===== config.mk =====
export PLATFORM = sky130hd
export DESIGN_NAME = pulse_width_qualifier
export DESIGN_NICKNAME = d
export VERILOG_FILES = /design/src/rtl/pwq_pkg.sv /design/src/rtl/pwq_sync.sv /design/src/rtl/pwq_run_tracker.sv /design/src/rtl/pwq_out_stage.sv /design/src/rtl/pulse_width_qualifier.sv
export SDC_FILE = /design/constraint.sdc
export NUM_CORES = 1
export LEC_CHECK = 0
export BUFFER_PORTS_ARGS = -buffer_cell sky130_fd_sc_hd__buf_4
export CORE_ASPECT_RATIO = 0.6
export CORE_MARGIN = 5
export CORE_UTILIZATION = 25
export DETAILED_ROUTE_END_ITERATION = 10
export PLACE_DENSITY = 0.38
export SYNTH_ARGS = -nofsm -noshare
export SYNTH_HDL_FRONTEND = slang
export SYNTH_SLANG_ARGS = --single-unit
export TNS_END_PERCENT = 5

===== constraint.sdc =====
create_clock -name clk -period 4.9 [get_ports clk]
set_input_delay 0.735 -clock clk [delete_from_list [all_inputs] [get_ports clk]]
set_output_delay 0.735 -clock clk [all_outputs]
set_load 0.005 [all_outputs]

===== src/rtl/pwq_pkg.sv =====
`timescale 1ns/1ps
package pwq_pkg;

    // Where the current synchronized level sits relative to the threshold
    typedef enum logic [1:0] {
        PH_IDLE = 2'd0,   // input low
        PH_ARM  = 2'd1,   // input high, run not yet longer than T
        PH_PASS = 2'd2    // input high, run has outlasted T
    } phase_e;

    // Per-cycle qualification result handed to the output stage
    typedef struct packed {
        logic pass;   // filtered level for this cycle
        logic hit;    // first cycle in which the run exceeds T
    } qual_flags_t;

    localparam int unsigned MIN_SYNC_STAGES = 2;

endpackage


===== src/rtl/pwq_sync.sv =====
`timescale 1ns/1ps
module pwq_sync #(
    parameter int unsigned STAGES = 2
) (
    input  logic clk,
    input  logic rst,
    input  logic d_async,
    output logic q_sync
);
    logic [STAGES-1:0] chain_q;

    generate
        for (genvar i = 0; i < STAGES; i++) begin : g_stage
            if (i == 0) begin : g_first
                always_ff @(posedge clk) begin
                    if (rst) chain_q[0] <= 1'b0;
                    else     chain_q[0] <= d_async;
                end
            end else begin : g_next
                always_ff @(posedge clk) begin
                    if (rst) chain_q[i] <= 1'b0;
                    else     chain_q[i] <= chain_q[i-1];
                end
            end
        end
    endgenerate

    assign q_sync = chain_q[STAGES-1];
endmodule


===== src/rtl/pwq_run_tracker.sv =====
`timescale 1ns/1ps
module pwq_run_tracker
    import pwq_pkg::*;
#(
    parameter int unsigned CNT_W = 8
) (
    input  logic             clk,
    input  logic             rst,
    input  logic             s_lvl,
    input  logic [CNT_W-1:0] thr,
    output qual_flags_t      flags
);
    localparam int unsigned RUN_W = CNT_W + 1;

    logic [RUN_W-1:0] run_q, run_d, lim, lim_p1;
    logic [CNT_W-1:0] thr_lat_q, thr_eff;
    logic             rise;
    phase_e           ph;

    always_comb begin
        // run_q holds the run length of the previous cycle: zero means the level was low
        rise    = s_lvl && (run_q == '0);
        thr_eff = rise ? thr : thr_lat_q;
        lim     = {1'b0, thr_eff};
        lim_p1  = lim + RUN_W'(1);

        if (!s_lvl)                run_d = '0;
        else if (run_q >= lim_p1)  run_d = lim_p1;           // saturate one past T
        else                       run_d = run_q + RUN_W'(1);

        if (!s_lvl)                ph = PH_IDLE;
        else if (run_d == lim_p1)  ph = PH_PASS;
        else                       ph = PH_ARM;

        flags.pass = (ph == PH_PASS);
        flags.hit  = (ph == PH_PASS) && (run_q == lim);
    end

    always_ff @(posedge clk) begin
        if (rst) begin
            run_q     <= '0;
            thr_lat_q <= '0;
        end else begin
            run_q <= run_d;
            if (rise) thr_lat_q <= thr;
        end
    end
endmodule


===== src/rtl/pwq_out_stage.sv =====
`timescale 1ns/1ps
module pwq_out_stage
    import pwq_pkg::*;
(
    input  logic        clk,
    input  logic        rst,
    input  qual_flags_t flags,
    output logic        level_q,
    output logic        stb_q
);
    qual_flags_t reg_q;

    always_ff @(posedge clk) begin
        if (rst) reg_q <= '0;
        else     reg_q <= flags;
    end

    assign level_q = reg_q.pass;
    assign stb_q   = reg_q.hit;
endmodule


===== src/rtl/pulse_width_qualifier.sv =====
`timescale 1ns/1ps
module pulse_width_qualifier
    import pwq_pkg::*;
#(
    parameter int unsigned CNT_W       = 8,
    parameter int unsigned SYNC_STAGES = MIN_SYNC_STAGES
) (
    input  logic             clk,
    input  logic             rst,
    input  logic             sig_in,
    input  logic [CNT_W-1:0] thr,
    output logic             qual_out,
    output logic             wide_stb
);
    logic        s_sync;
    qual_flags_t flags;

    pwq_sync #(.STAGES(SYNC_STAGES)) u_sync (
        .clk     (clk),
        .rst     (rst),
        .d_async (sig_in),
        .q_sync  (s_sync)
    );

    pwq_run_tracker #(.CNT_W(CNT_W)) u_track (
        .clk   (clk),
        .rst   (rst),
        .s_lvl (s_sync),
        .thr   (thr),
        .flags (flags)
    );

    pwq_out_stage u_out (
        .clk     (clk),
        .rst     (rst),
        .flags   (flags),
        .level_q (qual_out),
        .stb_q   (wide_stb)
    );
endmodule


==> out/results.ini <==
[run_status]
status = completed

[grt]
overflow = 0
antenna_found_initial = 0
grt_util_met3 = 0.0387
global_route.peak_usage_layer = met1
grt_pass1_wl_um = 7990
grt_usage = 0.124
grt_pass1_vias = 1483
grtUsageMet2 = 0.168
grt_max_degree = 20
use_met1 = 0.191

[layout]
final_cell_mix = 21 x dfxtp_1, 20 x nor2_1, 18 x buf_4, 16 x inv_1, 15 x xnor2_1
nNetsFinal = 237
nFillCells = 727
drive_above_1_share = 0.152
area_delta_synth_final_pct = 16.0
diodes = 0
layout.cells.most_common = dfxtp_1

[power]
leakage_nw = 0.730
peakVddDrop_v = 0.000149
power.density_nw_per_um2 = 232
power_switching_w = 0.000126
internal-power_w = 0.000328
combinationalPowerShare = 0.201
power.clock.fraction = 0.402
power_frac_seq = 0.397
switching_share = 0.277

[setup_path]
worst_path_max_delay_cell = or4b_4
cp_top_family = simple AND/OR/NAND/NOR gates
criticalPathCategory = flip-flop to flip-flop
max_stage_delay_ns = 0.48
cp_cell_sequence = inv_1 > ha_1 > or4b_4 > nor3_4 > buf_4 > mux2i_1 > xnor2_1 > ha_1 > a21o_1 > o211ai_1 > a221o_1 > a22oi_2 > buf_4 > nor2_2 > mux2_4
path_max_fanout = 19
critPathBufInv = 3
arrival_ns = 4.45
worstPathRequired_ns = 5.05
crit_path_start_kind = flip-flop
endpoint_kind = flip-flop

[die]
core_area_um2 = 6620
pin_count = 13
die_area_um2 = 8520
initial_core_util = 0.254
rows = 23
die_w_um = 116
die_h_um = 73.5

[routing]
routed_wl_um = 4850
wire_per_inst_um = 15.9
vias = 1465
drc_errors = 0
drt_first_pass_iters = 4
drt-initial-drc-count = 136
routed_via_density = 4.82
drtAntennaViolNets = 0

[logic_synthesis]
ys_warn_count = 0
ys_seq_elements = 21
avgSynthCellArea_um2 = 8.28
yosys_most_used_dff = dfxtp_1
syn_inst = 203
synth.distinct_cells = 51
seq_area_frac_synth = 0.250
synth_edf_count = 0
netlist_area_um2 = 1680
synth_nets = 222
synthArstFlopShare = 0

[clocking]
cts.path.max_buffers = 2
clk_pin_slew_ns = 0.07
h-tree-depth = 1
cts_resized = 0
post_cts_buffers = 0
clk_latency_ns = 0.26
clock-sinks = 21
cts_buffers = 3
cts_root_buffer = clkbuf_16
cts_hold_buf = 0
cts_tree = done

[sta]
tightest_slew_ns = 0.586
tns_ns = 0
hold_viol = 0
fin_skew_ns = 0.00820
post-route-period-util = 0.877
max_freq_mhz = 233
timing.final.max_slew_violations = 0
timing.hold.ws_ns = 0.441
final.min_clock_period_ns = 4.30
rsz0062_at_grt = false
max-slew-margin-rel = 0.608
setup_viol = 0

[placed_design]
dp.final_hpwl_um = 3930
place.port_buffers = 12
gp_congestion = 0.860

[flow_run]
cap_violations = 0

[worst_hold_path]
worst_hold_path_type = flip-flop to flip-flop

[routing by layer]
| metal | vias up | routed length, µm |
|---|---|---|
| met1 | 671 | 2610 |
| met2 | 44 | 1810 |
| met3 | 2 | 404 |
| met5 | - | 0 |
| li1 | 748 | - |
| met4 | 0 | 24 |
[cell families after synthesis]
logic type / share of synthesized area
muxes: 0.106
AOI/OAI and AO/OA: 0.157
DFF: 0.250
adders and majority gates: 0.0655
buffers and inverters: 0.0677
xor gates and xnor gates: 0.109
and+or+nand+nor: 0.245
[power by group through the flow]
stage / sequential, W / clock [W] / combinational [W]
2_1_floorplan: 0.000182 / 0 / 0.0000644
3_3_place_gp: 0.000184 / 0 / 0.0000928
3_5_place_dp: 0.000184 / 0 / 0.0000906
4_1_cts: 0.000180 / 0.000186 / 0.0000909
5_1_grt: 0.000180 / 0.000195 / 0.000101
6_report: 0.000180 / 0.000182 / 0.0000910
[final timing paths]
| check | start | endpoint | slack, ns | depth (start not counted) |
|---|---|---|---|---|
| max | u_track.run_q[0]$_SDFF_PP0_ | u_track.run_q[7]$_SDFF_PP0_ | 0.60 | 15 |
| min | u_sync.chain_q[0]$_SDFF_PP0_ | u_sync.q_sync$_SDFF_PP0_ | 0.44 | 1 |
| max reg2reg | u_track.run_q[0]$_SDFF_PP0_ | u_track.run_q[7]$_SDFF_PP0_ | 0.60 | 15 |
| min reg2reg | u_sync.chain_q[0]$_SDFF_PP0_ | u_sync.q_sync$_SDFF_PP0_ | 0.44 | 1 |
[state kept, by name, indices dropped and copies added, names as in the netlist]
name and flops:
u_track.run_q 9, u_out.level_q 1, u_out.stb_q 1, u_track.thr_lat_q 8, u_sync.q_sync 1, u_sync.chain_q 1
[Yosys cell counts, types with 2 or more instances]
master,count,area (µm²)
o21bai_1,3,22.5
nor3_1,7,35.0
o21ai_1,4,20.0
o211ai_1,2,15.0
nor3b_2,3,37.5
a22oi_1,2,15.0
nor2_1,20,75.1
a21oi_1,4,20.0
buf_4,2,15.0
xnor2_1,15,131
nor4_1,2,12.5
nand2_1,13,48.8
nand4_1,4,25.0
o22ai_1,2,12.5
nand3_1,11,55.1
nand2b_1,3,18.8
clkbuf_1,3,11.3
and3_1,2,12.5
o21ai_0,3,15.0
a21o_1,3,22.5
xor2_1,6,52.6
mux2i_1,14,140
buf_6,2,22.5
inv_1,16,60.1
ha_1,8,100
nor2b_1,3,18.8
dfxtp_1,21,420
mux2_2,2,22.5
[final cells by class]
class	instances	area (µm²)	share of cell area
clock buffers	4	78.8	0.0404
multi-input cells	158	1150	0.588
flip-flops and latches	21	420	0.216
well taps	87	109	0.0558
inverters	16	60.1	0.0308
repair buffers	18	135	0.0693
[metrics by stage]
| stage | area [µm²] | total power (W) | util | setup WS, ns | cells |
|---|---|---|---|---|---|
| final | 1950 | 0.000453 | 0.295 | 0.603 | 304 |
| after global routing | 1950 | 0.000476 | 0.295 | 0.249 | 304 |
| after CTS | 1950 | 0.000457 | 0.295 | 0.609 | 304 |
| after detailed placement | 1870 | 0.000274 | 0.283 | 0.620 | 300 |
| after global placement | 1870 | 0.000277 | 0.283 | 0.598 | 300 |
| after floorplan | 1680 | 0.000246 | - | 0.829 | 203 |
No activity file was read; power rests on OpenSTA's default activity.
